**config.mk**
```make
export PLATFORM = sky130hd
export DESIGN_NAME = subset_demap6
export DESIGN_NICKNAME = d
export VERILOG_FILES = /design/src/rtl/subset_demap6.sv
export SDC_FILE = /design/constraint.sdc
export NUM_CORES = 1
export LEC_CHECK = 0
export ABC_AREA = 1
export BUFFER_PORTS_ARGS = -buffer_cell sky130_fd_sc_hd__clkbuf_2
export CAP_MARGIN = 30
export CORE_MARGIN = 2
export CORE_UTILIZATION = 30
export CTS_CLUSTER_SIZE = 30
export DETAILED_ROUTE_END_ITERATION = 6
export GPL_TIMING_DRIVEN = 0
export SLEW_MARGIN = 10
export SYNTH_ARGS = -nofsm -noshare
export SYNTH_HDL_FRONTEND = slang
export SYNTH_SLANG_ARGS = --single-unit
```
**constraint.sdc**
```tcl
create_clock -name clk -period 5 [get_ports clk]
set_input_delay 0.5 -clock clk [delete_from_list [all_inputs] [get_ports clk]]
set_output_delay 0.5 -clock clk [all_outputs]
set_load 0.05 [all_outputs]
```
**src/rtl/subset_demap6.sv**
```systemverilog
module subset_demap6 #(
  parameter int SW = 8,
  parameter int U  = 8
) (
  input  logic                 clk,
  input  logic                 rst_n,
  input  logic                 in_valid,
  input  logic signed [SW-1:0] rx_l0,
  input  logic signed [SW-1:0] rx_l1,
  input  logic signed [SW-1:0] rx_l2,
  input  logic signed [SW-1:0] rx_l3,
  output logic                 out_valid,
  output logic [6:0]           out_bits
);
  localparam int NL   = 4;
  localparam int MW   = SW + 2;
  localparam int SUMW = MW + 2;
  localparam logic signed [SW-1:0] T_M3 = SW'(-3 * U);
  localparam logic signed [SW-1:0] T_M1 = SW'(-U);
  localparam logic signed [SW-1:0] T_P1 = SW'(U);
  localparam logic signed [SW-1:0] T_P3 = SW'(3 * U);
  localparam logic signed [MW-1:0] K2   = MW'(2 * U);
  localparam logic signed [MW-1:0] K4   = MW'(4 * U);

  logic signed [SW-1:0]   smp_q [NL];
  logic                   vld_q;
  logic [1:0]             idx_a [NL];
  logic [1:0]             idx_b [NL];
  logic signed [MW-1:0]   met   [NL];
  logic signed [SUMW-1:0] met_sum;
  logic                   pat_b;
  logic [5:0]             word_a, word_b;

  always_ff @(posedge clk or negedge rst_n) begin
    if (!rst_n) begin
      vld_q <= 1'b0;
      for (int i = 0; i < NL; i++) smp_q[i] <= '0;
    end else begin
      vld_q <= in_valid;
      if (in_valid) begin
        smp_q[0] <= rx_l0;
        smp_q[1] <= rx_l1;
        smp_q[2] <= rx_l2;
        smp_q[3] <= rx_l3;
      end
    end
  end

  for (genvar g = 0; g < NL; g++) begin : g_line
    logic ge_m3, ge_m1, ge_p1, ge_p3;
    logic signed [MW-1:0] xe;
    assign xe    = {{(MW-SW){smp_q[g][SW-1]}}, smp_q[g]};
    assign ge_m3 = smp_q[g] >= T_M3;
    assign ge_m1 = smp_q[g] >= T_M1;
    assign ge_p1 = smp_q[g] >= T_P1;
    assign ge_p3 = smp_q[g] >= T_P3;
    assign idx_a[g] = ge_p1 ? 2'd0 : (ge_m3 ? 2'd1 : 2'd2);
    assign idx_b[g] = ge_p3 ? 2'd2 : (ge_m1 ? 2'd1 : 2'd0);
    assign met[g] = !ge_m3 ? xe + K4 :
                    !ge_m1 ? -xe - K2 :
                    !ge_p1 ? xe :
                    !ge_p3 ? K2 - xe : xe - K4;
  end

  function automatic logic signed [SUMW-1:0] sx(input logic signed [MW-1:0] v);
    return {{(SUMW-MW){v[MW-1]}}, v};
  endfunction

  assign met_sum = sx(met[0]) + sx(met[1]) + sx(met[2]) + sx(met[3]);
  assign pat_b   = met_sum > 0;

  function automatic logic [2:0] pair_code(input logic [1:0] hi, input logic [1:0] lo);
    case ({hi, lo})
      4'b0000: return 3'd0;
      4'b0001: return 3'd1;
      4'b0010: return 3'd2;
      4'b0100: return 3'd3;
      4'b0101: return 3'd4;
      4'b0110: return 3'd5;
      4'b1000: return 3'd6;
      default: return 3'd7;
    endcase
  endfunction

  assign word_a = {pair_code(idx_a[3], idx_a[2]), pair_code(idx_a[1], idx_a[0])};
  assign word_b = {pair_code(idx_b[3], idx_b[2]), pair_code(idx_b[1], idx_b[0])};

  always_ff @(posedge clk or negedge rst_n) begin
    if (!rst_n) begin
      out_valid <= 1'b0;
      out_bits  <= '0;
    end else begin
      out_valid <= vld_q;
      if (vld_q) out_bits <= {pat_b, pat_b ? word_b : word_a};
    end
  end
endmodule

```
==> reports/summary.md, run 1 <==
For the pin with the worst max-slew slack, the measured transition is 0.627 ns. Yosys attributes the largest share of cell area to sky130_fd_sc_hd__dfrtp_1 (23%), sky130_fd_sc_hd__nand2_1 (15%), sky130_fd_sc_hd__inv_1 (9.8%). The tools report the area of the multi-input gates as 2970 um2.

Along the worst path, the maximum fanout reaches 7. The share of the core filled with cells is 0.355. For the max-slew headroom at the worst pin, the log shows 0.582. In this run the critical register-to-register path is launched from g_line[3].xe[7]$_DFFE_PN0P_. Net total in the final layout: 813. The synthesized-area fraction occupied by ao, oa, aoi and oai cells was 0.161. Port buffering added 42 buffers. In this run, CTS created clock tree buffers numbering 5. The clock skew after layout was 0.00445 ns; the share of synthesized cell area in and, or, nand and nor gates was 0.269. The library cells used most frequently in the layout, excluding fill and tap cells, are sky130_fd_sc_hd__nand2_1 (180), sky130_fd_sc_hd__inv_1 (117), sky130_fd_sc_hd__o21ai_0 (63), sky130_fd_sc_hd__nand3_1 (45), sky130_fd_sc_hd__clkbuf_2 (42).

For the data required time of the critical path, the log shows 5.18 ns. The number of failing hold endpoints at the final stage was 0. The tightest hold path in the finished design has a slack of 0.0908 ns.

Once routing completed, OpenROAD measured the worst setup slack at 0.361 ns. The amount of wire on met2 after detailed routing came out at 5540 um. Entering global routing, the biggest net connects 32 pins.

Max-cap violations in this run came to 0. 43 I/O pins were placed. 0 antenna diodes ended up in the layout. The run finished with clean final reports.

After legalization and detailed placement, the total HPWL measured 9570 um. The die boundary height is 126 um, and the number of H-tree levels is 2. The layout-stage area growth over the synthesis result works out to 15.4%.

Synthesis produced a netlist with a net count of 759. The number of global-route vias before repair is 4,082. The final critical-path share of the clock period was 0.928; the power per cell area was 522 nW/um2.

The tools report the weighted congestion reported at the end of routability-driven placement as 0.904. Count of yosys warnings during synthesis: 0. Number of enable flip-flop cells after synthesis: 0. The detailed-route DRC error count is 0, and the wire length of the first global-routing pass is 19,500 um.

Beginning of the critical path: g_line[3].xe[7]$_DFFE_PN0P_. The tools report the global-route congestion overflow total as 0. Once placement completed, the tool counted placed cells totaling 895. The buffer cell driving the clock tree root is sky130_fd_sc_hd__clkbuf_16. The worst path arrival time was 4.81 ns; the TritonCTS sink count was 41.

The async set-reset flop share out of synthesis was 1.00. The distinct cell type count of the synthesized netlist was 40. The multiplexer share of the synthesized area was 0.00251; the number of DRC markers after the initial detailed-route iteration was 241. The logs give 428 um for the detailed route wirelength on metal3 and 0 for the antenna violation net count after detailed routing. The critical path class was register to register. The overall die width is 126 um, and the sum of routed wire segments on met1 is 5310 um. In this run the mean area of a mapped cell was 6.72 um2. The die covers 16,000 um2.

The region available for standard cell placement spans 14,600 um2. Clock-pin slew was measured on the worst setup and hold paths at 0.06 ns. The fraction of final layout cells with drive strength greater than 1 is 0.144. The first detailed-routing pass ran for 5 iterations. Summed over all cells, the static leakage comes to 2.79 nW.

In the final routed layout, each cell accounts on average for 12.6 um. The number of flip-flops and latches in the synthesized netlist came out at 41. The mapped netlist covers 4490 um2. The aggregate global-route resource usage is 0.150. The count of filler cells inserted in the layout was 1,560. Adder-cell share of the synthesized area: 0.191. The top-area cell type share of the netlist area is 0.229, and the later-pin clock latency in the skew report is 0.29 ns. For the total detailed-routing wirelength, the log shows 11,500 um.

Class of the tightest hold or removal check: input port to asynchronous set/reset pin. Initial standard-cell utilization of the core: 0.308. Using the TritonRoute via totals, the vias-per-cell ratio works out to 4.70.

The largest total area in the synthesized netlist belongs to sky130_fd_sc_hd__dfrtp_1. The most used flip-flop cell after synthesis is sky130_fd_sc_hd__dfrtp_1. Via count: 4,261.

Routed signal wires occupy layers up through met4. The register area was 1030 um2; the setup TNS after final layout was 0 ns. The tools report the sequential fraction of the synthesis area as 0.229. Setup violations remaining at the end of the flow were counted as 0.

The finished layout holds 907 standard cells, fillers aside. Before CTS, the worst setup slack after placement is 0.0524 ns. TritonCTS built the clock tree. Maximum clock rate: 216 MHz.

The initialized floorplan defines 44 standard-cell rows. The run gives 668 as the number of cells produced by synthesis. The fraction of synthesized cell area in xor and xnor cells was 0.0293.

Number of antenna violations at the first check in global routing: 0. Main combinational cell family by area after synthesis: simple AND/OR/NAND/NOR gates. Type of destination of the critical path: a register. Number of buffers on the longest clock path: 2.

Final-report max-slew violation count: 0. IR analysis of the VDD net gives a maximum drop of 163 uV. STA classifies the critical path startpoint as a register. Most common library cell in the layout ignoring fill and taps: sky130_fd_sc_hd__nand2_1. Counting I/O delays and the setup requirement, the final critical path takes 4.64 ns.
sequential cells by signal, summed over array words and instances (netlist names):
signal,count
out_bits,7
out_valid,1
g_line.xe,32
vld_q,1
path summary, 6_finish.rpt:
kind | endpoint | slack, ns | depth (start not counted)
hold reg to reg | out_bits[3]$_DFFE_PN0P_ | 0.48 | 2
min in group clk | vld_q$_DFF_PN0_ | 0.38 | 1
max in group asynchronous | g_line[1].xe[6]$_DFFE_PN0P_ | 4.42 | 2
setup reg to reg | out_bits[4]$_DFFE_PN0P_ | 0.36 | 26
setup / recovery | out_bits[4]$_DFFE_PN0P_ | 0.36 | 26
hold / removal | g_line[3].xe[6]$_DFFE_PN0P_ | 0.09 | 1
Yosys cell counts (2+ instances only):
library cell	instances
sky130_fd_sc_hd__nand2_1	182
sky130_fd_sc_hd__inv_1	117
sky130_fd_sc_hd__o21ai_0	64
sky130_fd_sc_hd__nand3_1	46
sky130_fd_sc_hd__dfrtp_1	41
sky130_fd_sc_hd__nor2_1	38
sky130_fd_sc_hd__ha_1	35
sky130_fd_sc_hd__fa_1	21
sky130_fd_sc_hd__a21oi_1	19
sky130_fd_sc_hd__inv_2	16
sky130_fd_sc_hd__xor2_1	14
sky130_fd_sc_hd__o21ai_1	10
sky130_fd_sc_hd__clkbuf_1	7
sky130_fd_sc_hd__nand2_2	7
sky130_fd_sc_hd__a31oi_1	5
sky130_fd_sc_hd__o22ai_1	5
sky130_fd_sc_hd__o211ai_1	4
sky130_fd_sc_hd__nand3b_1	3
sky130_fd_sc_hd__nor2_2	3
sky130_fd_sc_hd__nor3_1	3
sky130_fd_sc_hd__o21ai_2	3
sky130_fd_sc_hd__a211oi_1	2
sky130_fd_sc_hd__a21boi_0	2
sky130_fd_sc_hd__a41oi_1	2
sky130_fd_sc_hd__nand4_1	2
sky130_fd_sc_hd__o21bai_1	2
sky130_fd_sc_hd__o221ai_1	2
per-stage QoR:
step                instance area, um2  total power, mW
global placement                  4930             2.36
global route                      5180             3.07
CTS                               5090             2.70
finish                            5180             2.70
detailed placement                4950             2.37
floorplan                         4490             1.96
per-layer routing:
metal  track usage  vias up
li1              -     2232
met2         0.257       97
met3        0.0194        8
met1         0.198     1924
met5             0        -
met4        0.0452        0
final cells by class:
type                            count  share of cell area
Clock buffer                        5              0.0242
Clock inverter                      3             0.00411
Tap cell                          184              0.0445
Sequential cell                    41               0.200
Inverter                          134              0.0977
Buffer                              7             0.00508
Multi-Input combinational cell    486               0.574
Timing Repair Buffer               47              0.0503
critical path, cell delays in order, from the launching register on:
cell and delay (ns):
sky130_fd_sc_hd__dfrtp_2 0.48, sky130_fd_sc_hd__nor3_4 0.24, sky130_fd_sc_hd__nand3_1 0.11, sky130_fd_sc_hd__nand2_2 0.14, sky130_fd_sc_hd__inv_1 0.10, sky130_fd_sc_hd__nand2_1 0.11, sky130_fd_sc_hd__a21oi_4 0.08, sky130_fd_sc_hd__nand2_1 0.06
sky130_fd_sc_hd__o21ai_0 0.18, sky130_fd_sc_hd__fa_1 0.59, sky130_fd_sc_hd__inv_1 0.06, sky130_fd_sc_hd__fa_1 0.56, sky130_fd_sc_hd__inv_1 0.05, sky130_fd_sc_hd__ha_1 0.22, sky130_fd_sc_hd__fa_2 0.38, sky130_fd_sc_hd__nand2_1 0.07
sky130_fd_sc_hd__nand2_1 0.10, sky130_fd_sc_hd__nand3b_1 0.10, sky130_fd_sc_hd__nand2_1 0.05, sky130_fd_sc_hd__nor2_1 0.08, sky130_fd_sc_hd__nand2_1 0.07, sky130_fd_sc_hd__nor2_1 0.14, sky130_fd_sc_hd__nand3_2 0.20, sky130_fd_sc_hd__nand2_4 0.16
sky130_fd_sc_hd__nand2_1 0.06, sky130_fd_sc_hd__nand3_1 0.08, sky130_fd_sc_hd__nand2_1 0.06
logic make-up after synthesis:
logic type      after synthesis
compound gates              126
xor+xnor                     15
fa+ha+maj                    56
buf+inv                     141
flops                        41
mux                           1
simple gates                288
power by group:
part | internal (mW) | switching [mW]
combinational | 0.684 | 1.26
clock | 0.186 | 0.141
sequential | 0.388 | 0.0491
total | 1.26 | 1.45
timing repair:
action,CTS,global route
endpoints found under the hold margin,0,0
endpoints found under the setup margin,0,7
hold buffers,0,0
setup buffers,0,4
gates resized for setup,0,18
No activity file was read; power rests on OpenSTA's default activity.
==> run 2: changes to the inputs <==
==> constraint.sdc (replaced) <==
create_clock -name clk -period 4.5 [get_ports clk]
set_input_delay 0.45 -clock clk [delete_from_list [all_inputs] [get_ports clk]]
set_output_delay 0.45 -clock clk [all_outputs]
set_load 0.05 [all_outputs]
==> reports/summary.md, run 2 (synthesized netlist as in run 1, its figures left out) <==
For the number of global-route vias before repair, the log shows 4,148 (+1.6%). The final number of setup-violating endpoints was 0 (unchanged); the fraction of final layout cells with drive strength greater than 1 was 0.263 (+0.119). The number of max-capacitance violations reported is 0 (unchanged), and the transition time at the pin with the least slew margin is 0.574 ns (-0.0536 ns). The logs give 4,487 (+5.3%) for the via count and 0.00416 ns (-0.000290 ns) for the clock skew after layout. The run gives 4.73 ns (-0.45 ns) as the data required time of the critical path.

The die boundary height came out at 126 um (unchanged). The run gives 0.308 (unchanged) as the initial standard-cell utilization of the core. For the antenna diode count, the log shows 0 (unchanged). The setup path with the least slack is of type register to register. The number of H-tree levels is 2 (unchanged). The logs give 0.904 (unchanged) for the weighted congestion reported at the end of routability-driven placement and 0.392 (+0.0376) for the share of the core filled with cells. The type of destination of the critical path is a register. The tools report the aggregate global-route resource usage as 0.152 (+0.00162). The logs give -0.448 ns (-0.500 ns) for the pre-CTS worst setup slack and 0.0401 ns (-0.0506 ns) for the worst hold slack. The number of antenna violations at the first check in global routing was 0 (unchanged); the antenna violation net count after detailed routing was 0 (unchanged). The tools report the number of failing hold endpoints at the final stage as 0 (unchanged). The smallest setup slack after layout is 0.195 ns (-0.167 ns), and the hold buffer count at cts is 0 (unchanged).

The number of primary I/O pins was 43 (unchanged). Shortest period the worst path allows: 4.31 ns (-0.333 ns). The number of placed instances, taps included came out at 895 (unchanged). The total core area came out at 14,600 um2 (unchanged).

The count of buffers from port buffering is 42 (unchanged). The run finished with clean final reports. The via density per instance works out to 4.79 (+2.0%).

The global-route congestion overflow total is 0 (unchanged). Power per cell area: 608 nW/um2 (+16%). The run gives 209 (-13%) as the number of DRC markers after the initial detailed-route iteration. The later-pin clock latency in the skew report came out at 0.29 ns (about the same). Leaving out fill and tap cells, the most frequent cell in the layout is sky130_fd_sc_hd__nand2_1.

The logs give 12,200 um (+6.7%) for the total detailed-routing wirelength and 2 (unchanged) for the number of buffers on the longest clock path. The worst path arrival time was 4.53 ns (-0.28 ns); the floorplan row count was 44 (unchanged). TritonCTS built the clock tree. The placed wire-length estimate was 9570 um (unchanged); the number of detailed-route iterations in the first pass was 5 (unchanged). The register clock-pin slew on the reported worst setup and hold paths was 0.06 ns (about the same); the maximum clock rate was 232 MHz (+7.7%).

The overall die width was 126 um (unchanged). The detailed-route DRC error count was 0 (unchanged); the number of flip-flops under the largest register name was 32 (unchanged). The run gives 2.96 nW (+6.1%) as the leakage power summed over all cells. The run gives 936 (+3.2%) as the non-filler instance count after layout.

The largest net degree at the start of global routing is 32 (unchanged). The logs give 3.48 mW (+29%) for the overall power after layout and 197 uV (+21%) for the worst-case vdd ir drop. The tools report the startpoint type of the worst setup path as a register. For the clock buffer count from CTS, the log shows 5 (unchanged). The die footprint is 16,000 um2 (unchanged). For the TritonCTS sink count, the log shows 41 (unchanged).

The average wire length per cell after detail routing works out to 13.1 um (+3.4%). For the final-report max-slew violation count, the log shows 0 (unchanged). From synthesis to final layout, the design area changed by 27.6%. The run gives 19,700 um (+1.1%) as the wire length of the first global-routing pass. The final critical-path share of the clock period came out at 0.957 (+0.0290). The top cell types in the final layout, fill and taps aside, are sky130_fd_sc_hd__nand2_1 (163), sky130_fd_sc_hd__inv_1 (106), sky130_fd_sc_hd__o21ai_0 (57), sky130_fd_sc_hd__clkbuf_2 (42), sky130_fd_sc_hd__nand3_1 (37). The tree is rooted in a sky130_fd_sc_hd__clkbuf_16.

The class of the tightest hold or removal check was input port to asynchronous set/reset pin. For the net total in the final layout, the log shows 842 (+3.6%). The max-slew headroom at the worst pin is 0.617 (+0.0357).

The worst-path maximum fanout came out at 4 (-3).
run 2: path summary, 6_finish.rpt:
check,from,to,slack [ns],cells past startpoint
setup / recovery,g_line[3].xe[5]$_DFFE_PN0P_,out_bits[4]$_DFFE_PN0P_,0.19,25
hold / removal,rst_n,out_valid$_DFF_PN0_,0.04,1
setup reg to reg,g_line[3].xe[5]$_DFFE_PN0P_,out_bits[4]$_DFFE_PN0P_,0.19,25
hold reg to reg,out_bits[0]$_DFFE_PN0P_,out_bits[0]$_DFFE_PN0P_,0.48,2
max in group asynchronous,rst_n,g_line[1].xe[6]$_DFFE_PN0P_,3.97,2
min in group clk,in_valid,vld_q$_DFF_PN0_,0.33,1
run 2: critical path, cell delays in order (launching register included):
cell,delay [ns]
sky130_fd_sc_hd__dfrtp_2,0.47
sky130_fd_sc_hd__nor3_4,0.27
sky130_fd_sc_hd__nand2_2,0.11
sky130_fd_sc_hd__nand2_4,0.10
sky130_fd_sc_hd__nand2_2,0.07
sky130_fd_sc_hd__a21oi_4,0.24
sky130_fd_sc_hd__inv_2,0.09
sky130_fd_sc_hd__nor2_4,0.10
sky130_fd_sc_hd__xor2_2,0.09
sky130_fd_sc_hd__fa_1,0.50
sky130_fd_sc_hd__inv_1,0.07
sky130_fd_sc_hd__fa_1,0.55
sky130_fd_sc_hd__inv_2,0.05
sky130_fd_sc_hd__fa_2,0.41
sky130_fd_sc_hd__nand2_2,0.07
sky130_fd_sc_hd__nand2_2,0.08
sky130_fd_sc_hd__nand3_1,0.13
sky130_fd_sc_hd__nand2_1,0.06
sky130_fd_sc_hd__nand2_1,0.05
sky130_fd_sc_hd__nand2_1,0.06
sky130_fd_sc_hd__nor2_2,0.15
sky130_fd_sc_hd__nand3_4,0.12
sky130_fd_sc_hd__buf_6,0.14
sky130_fd_sc_hd__nand3_1,0.06
sky130_fd_sc_hd__nand3_1,0.08
sky130_fd_sc_hd__nand2_1,0.09
run 2: layout make-up:
class / instances / area [um2]
multi-input combinational: 486 / 3280
tap: 184 / 230
timing repair buffer: 76 / 485
buffer: 7 / 26.3
inverter: 134 / 515
fill: 1491 / 8860
clock inverter: 3 / 21.3
clock buffer: 5 / 125
sequential: 41 / 1040
run 2: power breakdown:
part	internal, mW	total [mW]	switching (mW)	leakage (nW)
logic	1.00	2.62	1.62	2.41
registers	0.432	0.488	0.0566	0.486
clock network	0.207	0.365	0.159	0.0702
total	1.64	3.48	1.84	2.96
run 2: per-layer routing:
metal / up-vias / GRT usage / routed length, um
met1: 2092 / 0.200 / 5570
met5: - / 0 / 0
met4: 0 / 0.0524 / 344
met3: 18 / 0.0173 / 341
met2: 87 / 0.259 / 5980
li1: 2290 / - / -
run 2: repair_timing:
item                                    4_1_cts  5_1_grt
gates resized for setup                      21       88
pin swaps                                     2       29
endpoints found under the setup margin        7        7
setup buffers                                 7       26
run 2: per-stage QoR:
step / setup TNS, ns / instance area [um2]
floorplan: 0 / 4490
global placement: -2.54 / 4930
detailed placement: -3.00 / 4950
CTS: 0 / 5210
global route: -0.160 / 5720
finish: 0 / 5720
==> run 3: changes to the inputs <==
--- a/config.mk
+++ b/config.mk
@@ -13,6 +13,7 @@
 export CTS_CLUSTER_SIZE = 30
 export DETAILED_ROUTE_END_ITERATION = 6
 export GPL_TIMING_DRIVEN = 0
+export REMOVE_ABC_BUFFERS = 1
 export SLEW_MARGIN = 10
 export SYNTH_ARGS = -nofsm -noshare
 export SYNTH_HDL_FRONTEND = slang
==> reports/summary.md, run 3 (synthesized netlist as in run 1, its figures left out) <==
The number of buffers on the longest clock path is 2 (unchanged), and the total detailed-routing wirelength is 11,400 um (-6.8%). The tools report the number of global-route vias before repair as 4,114 (-0.82%). The run gives 293 uV (+48%) as the worst-case vdd ir drop. The number of failing hold endpoints at the final stage is 0 (unchanged). The min-delay analysis places its worst path in the category input port to asynchronous set/reset pin. The post-detailed-placement cell area is 4940 um2 (-0.13%), and the net total in the final layout is 822 (-2.4%). The overall power after layout was 3.40 mW (-2.2%); the TritonCTS sink count was 41 (unchanged). The detailed router used layers up to and including met4.

The tools report the largest net degree at the start of global routing as 55 (+72%). The number of placed instances, taps included is 889 (-0.67%), and the layout-stage area growth over the synthesis result is 24.7%. Final critical-path share of the clock period: 0.945 (-0.0114).

The tree is rooted in a sky130_fd_sc_hd__clkbuf_16. The non-filler instance count after layout came out at 916 (-2.1%). The transition time at the pin with the least slew margin came out at 0.507 ns (-0.0664 ns).

The final number of setup-violating endpoints was 0 (unchanged). The tools report the antenna violation net count after detailed routing as 0 (unchanged). The logs give 18,800 um (-4.6%) for the wire length of the first global-routing pass and 4.48 ns (-0.05 ns) for the worst path arrival time. The tools report the data required time of the critical path as 4.73 ns (about the same). The run gives 5590 um2 (-2.3%) as the post-route cell area.

Later-pin clock latency in the skew report: 0.29 ns (about the same). The antenna diode count is 0 (unchanged), and the average wire length per cell after detail routing is 12.5 um (-4.8%). The number of H-tree levels was 2 (unchanged). The register clock-pin slew on the reported worst setup and hold paths works out to 0.07 ns (about the same). For the leakage power summed over all cells, the log shows 2.89 nW (-2.5%). For the weighted congestion reported at the end of routability-driven placement, the log shows 0.890 (-1.5%). The run gives 7 (+2) as the number of detailed-route iterations in the first pass. The tools report the sum of routed wire segments on met1 as 5290 um (-5.0%).

The type of destination of the critical path was a register. The count of buffers from port buffering works out to 42 (unchanged). Floorplan row count: 44 (unchanged). The worst hold slack came out at 0.0549 ns (+0.0148 ns). The maximum clock rate came out at 235 MHz (+1.2%).

The worst-path maximum fanout was 6 (+2); the amount of wire on met2 after detailed routing was 5550 um (-7.3%). The aggregate global-route resource usage was 0.141 (-0.0108). The logs give 0.00752 ns (+0.00336 ns) for the clock skew after layout and 0.662 (+0.0443) for the max-slew headroom at the worst pin.

The flow ran to the end, and the final reports show no timing, DRC or antenna violations. The fraction of final layout cells with drive strength greater than 1 is 0.247 (-0.0160), and the final-report max-slew violation count is 0 (unchanged). TritonCTS built the clock tree.

The clock buffer count from CTS was 5 (unchanged). The pre-CTS worst setup slack is -0.320 ns (+0.127 ns). For the number of DRC markers after the initial detailed-route iteration, the log shows 172 (-18%).

The overall die width was 126 um (unchanged). The most common library cell in the layout ignoring fill and taps is sky130_fd_sc_hd__nand2_1. The startpoint type of the worst setup path was a register. For the detailed route wirelength on metal3, the log shows 371 um (+8.8%). Leaving out fill and tap cells, the most frequent cells in the layout are sky130_fd_sc_hd__nand2_1 (165), sky130_fd_sc_hd__inv_1 (109), sky130_fd_sc_hd__o21ai_0 (58), sky130_fd_sc_hd__clkbuf_2 (42), sky130_fd_sc_hd__nand3_1 (38).

The logs give 0 (unchanged) for the hold buffer count at cts and 4,312 (-3.9%) for the via count. The setup path with the least slack is of type register to register. The via density per instance works out to 4.71 (-1.8%).

The shortest period the worst path allows came out at 4.25 ns (-0.0511 ns). The initial standard-cell utilization of the core was 0.308 (unchanged); the detailed-route DRC error count was 0 (unchanged). The global-route congestion overflow total is 0 (unchanged), and the number of antenna violations at the first check in global routing is 0 (unchanged).

The number of primary I/O pins is 43 (unchanged), and the power per cell area is 608 nW/um2 (about the same). The number of flip-flops under the largest register name was 32 (unchanged). The die boundary height was 126 um (unchanged). The placed wire-length estimate was 9080 um (-5.1%); the die footprint was 16,000 um2 (unchanged). The logs give 0.246 ns (+0.0511 ns) for the smallest setup slack after layout and 14,600 um2 (unchanged) for the total core area.

The tools report the number of max-capacitance violations reported as 0 (unchanged).
==> run 3: changes by cell type in the layout (fill, tap and decap cells not counted), sizes merged <==
cell	delta
buf	-13
clkbuf	-7
clkinv	-1
inv	+1
==> run 3: where the power goes <==
group,internal [mW],switching (mW)
clock,0.207,0.165
sequential,0.432,0.0549
combinational,0.965,1.58
total,1.60,1.80
==> run 3: repair_timing <==
action / in CTS / in global routing
setup buffers: 8 / 11
pin swaps: 2 / 24
resized for setup: 14 / 85
gates cloned: 0 / 0
endpoints found under the setup margin: 7 / 7
==> run 3: worst max-delay path: stages (launching register included) <==
cell and delay [ns]:
sky130_fd_sc_hd__dfrtp_2 0.44, sky130_fd_sc_hd__ha_2 0.22, sky130_fd_sc_hd__inv_1 0.07, sky130_fd_sc_hd__o21ai_2 0.16
sky130_fd_sc_hd__nand2_2 0.09, sky130_fd_sc_hd__inv_2 0.14, sky130_fd_sc_hd__a21oi_4 0.10, sky130_fd_sc_hd__nand2_1 0.08
sky130_fd_sc_hd__o21ai_2 0.07, sky130_fd_sc_hd__fa_1 0.54, sky130_fd_sc_hd__inv_1 0.07, sky130_fd_sc_hd__fa_1 0.53
sky130_fd_sc_hd__inv_1 0.04, sky130_fd_sc_hd__ha_2 0.19, sky130_fd_sc_hd__fa_2 0.39, sky130_fd_sc_hd__nand2_2 0.10
sky130_fd_sc_hd__nand2_4 0.07, sky130_fd_sc_hd__nand3_2 0.08, sky130_fd_sc_hd__nand3b_1 0.07, sky130_fd_sc_hd__nand2_1 0.07
sky130_fd_sc_hd__nand2_1 0.06, sky130_fd_sc_hd__nor2_2 0.12, sky130_fd_sc_hd__nand3_2 0.12, sky130_fd_sc_hd__buf_6 0.15
sky130_fd_sc_hd__nand3_1 0.06, sky130_fd_sc_hd__nand3_1 0.09, sky130_fd_sc_hd__nand2_1 0.08
==> run 3: cell type report <==
class | count | area [um2]
Clock buffer | 5 | 125
Sequential cell | 41 | 1040
Multi-Input combinational cell | 486 | 3260
Tap cell | 184 | 230
Fill cell | 1533 | 9000
Inverter | 134 | 510
Timing Repair Buffer | 63 | 409
Clock inverter | 3 | 21.3
==> run 3: through the flow <==
step | utilization | TNS [ns]
2_1_floorplan | - | 0
3_3_place_gp | 0.336 | -2.25
3_5_place_dp | 0.339 | -2.03
4_1_cts | 0.355 | 0
5_1_grt | 0.383 | -0.0538
6_report | 0.383 | 0
==> run 3: layer usage <==
layer / GRT usage / vias up
met1: 0.185 / 1975
met2: 0.249 / 75
met3: 0.0148 / 16
met5: 0 / -
met4: 0.0336 / 0
li1: - / 2246
==> run 3: worst paths after layout <==
kind | from | end | slack, ns | depth (start not counted)
max | g_line[3].xe[5]$_DFFE_PN0P_ | out_bits[1]$_DFFE_PN0P_ | 0.25 | 26
min | rst_n | g_line[2].xe[7]$_DFFE_PN0P_ | 0.05 | 1
max reg2reg | g_line[3].xe[5]$_DFFE_PN0P_ | out_bits[1]$_DFFE_PN0P_ | 0.25 | 26
min reg2reg | out_bits[0]$_DFFE_PN0P_ | out_bits[0]$_DFFE_PN0P_ | 0.48 | 2
max in group asynchronous | rst_n | g_line[3].xe[3]$_DFFE_PN0P_ | 3.96 | 2
min in group clk | rx_l3[7] | g_line[3].xe[7]$_DFFE_PN0P_ | 0.36 | 3
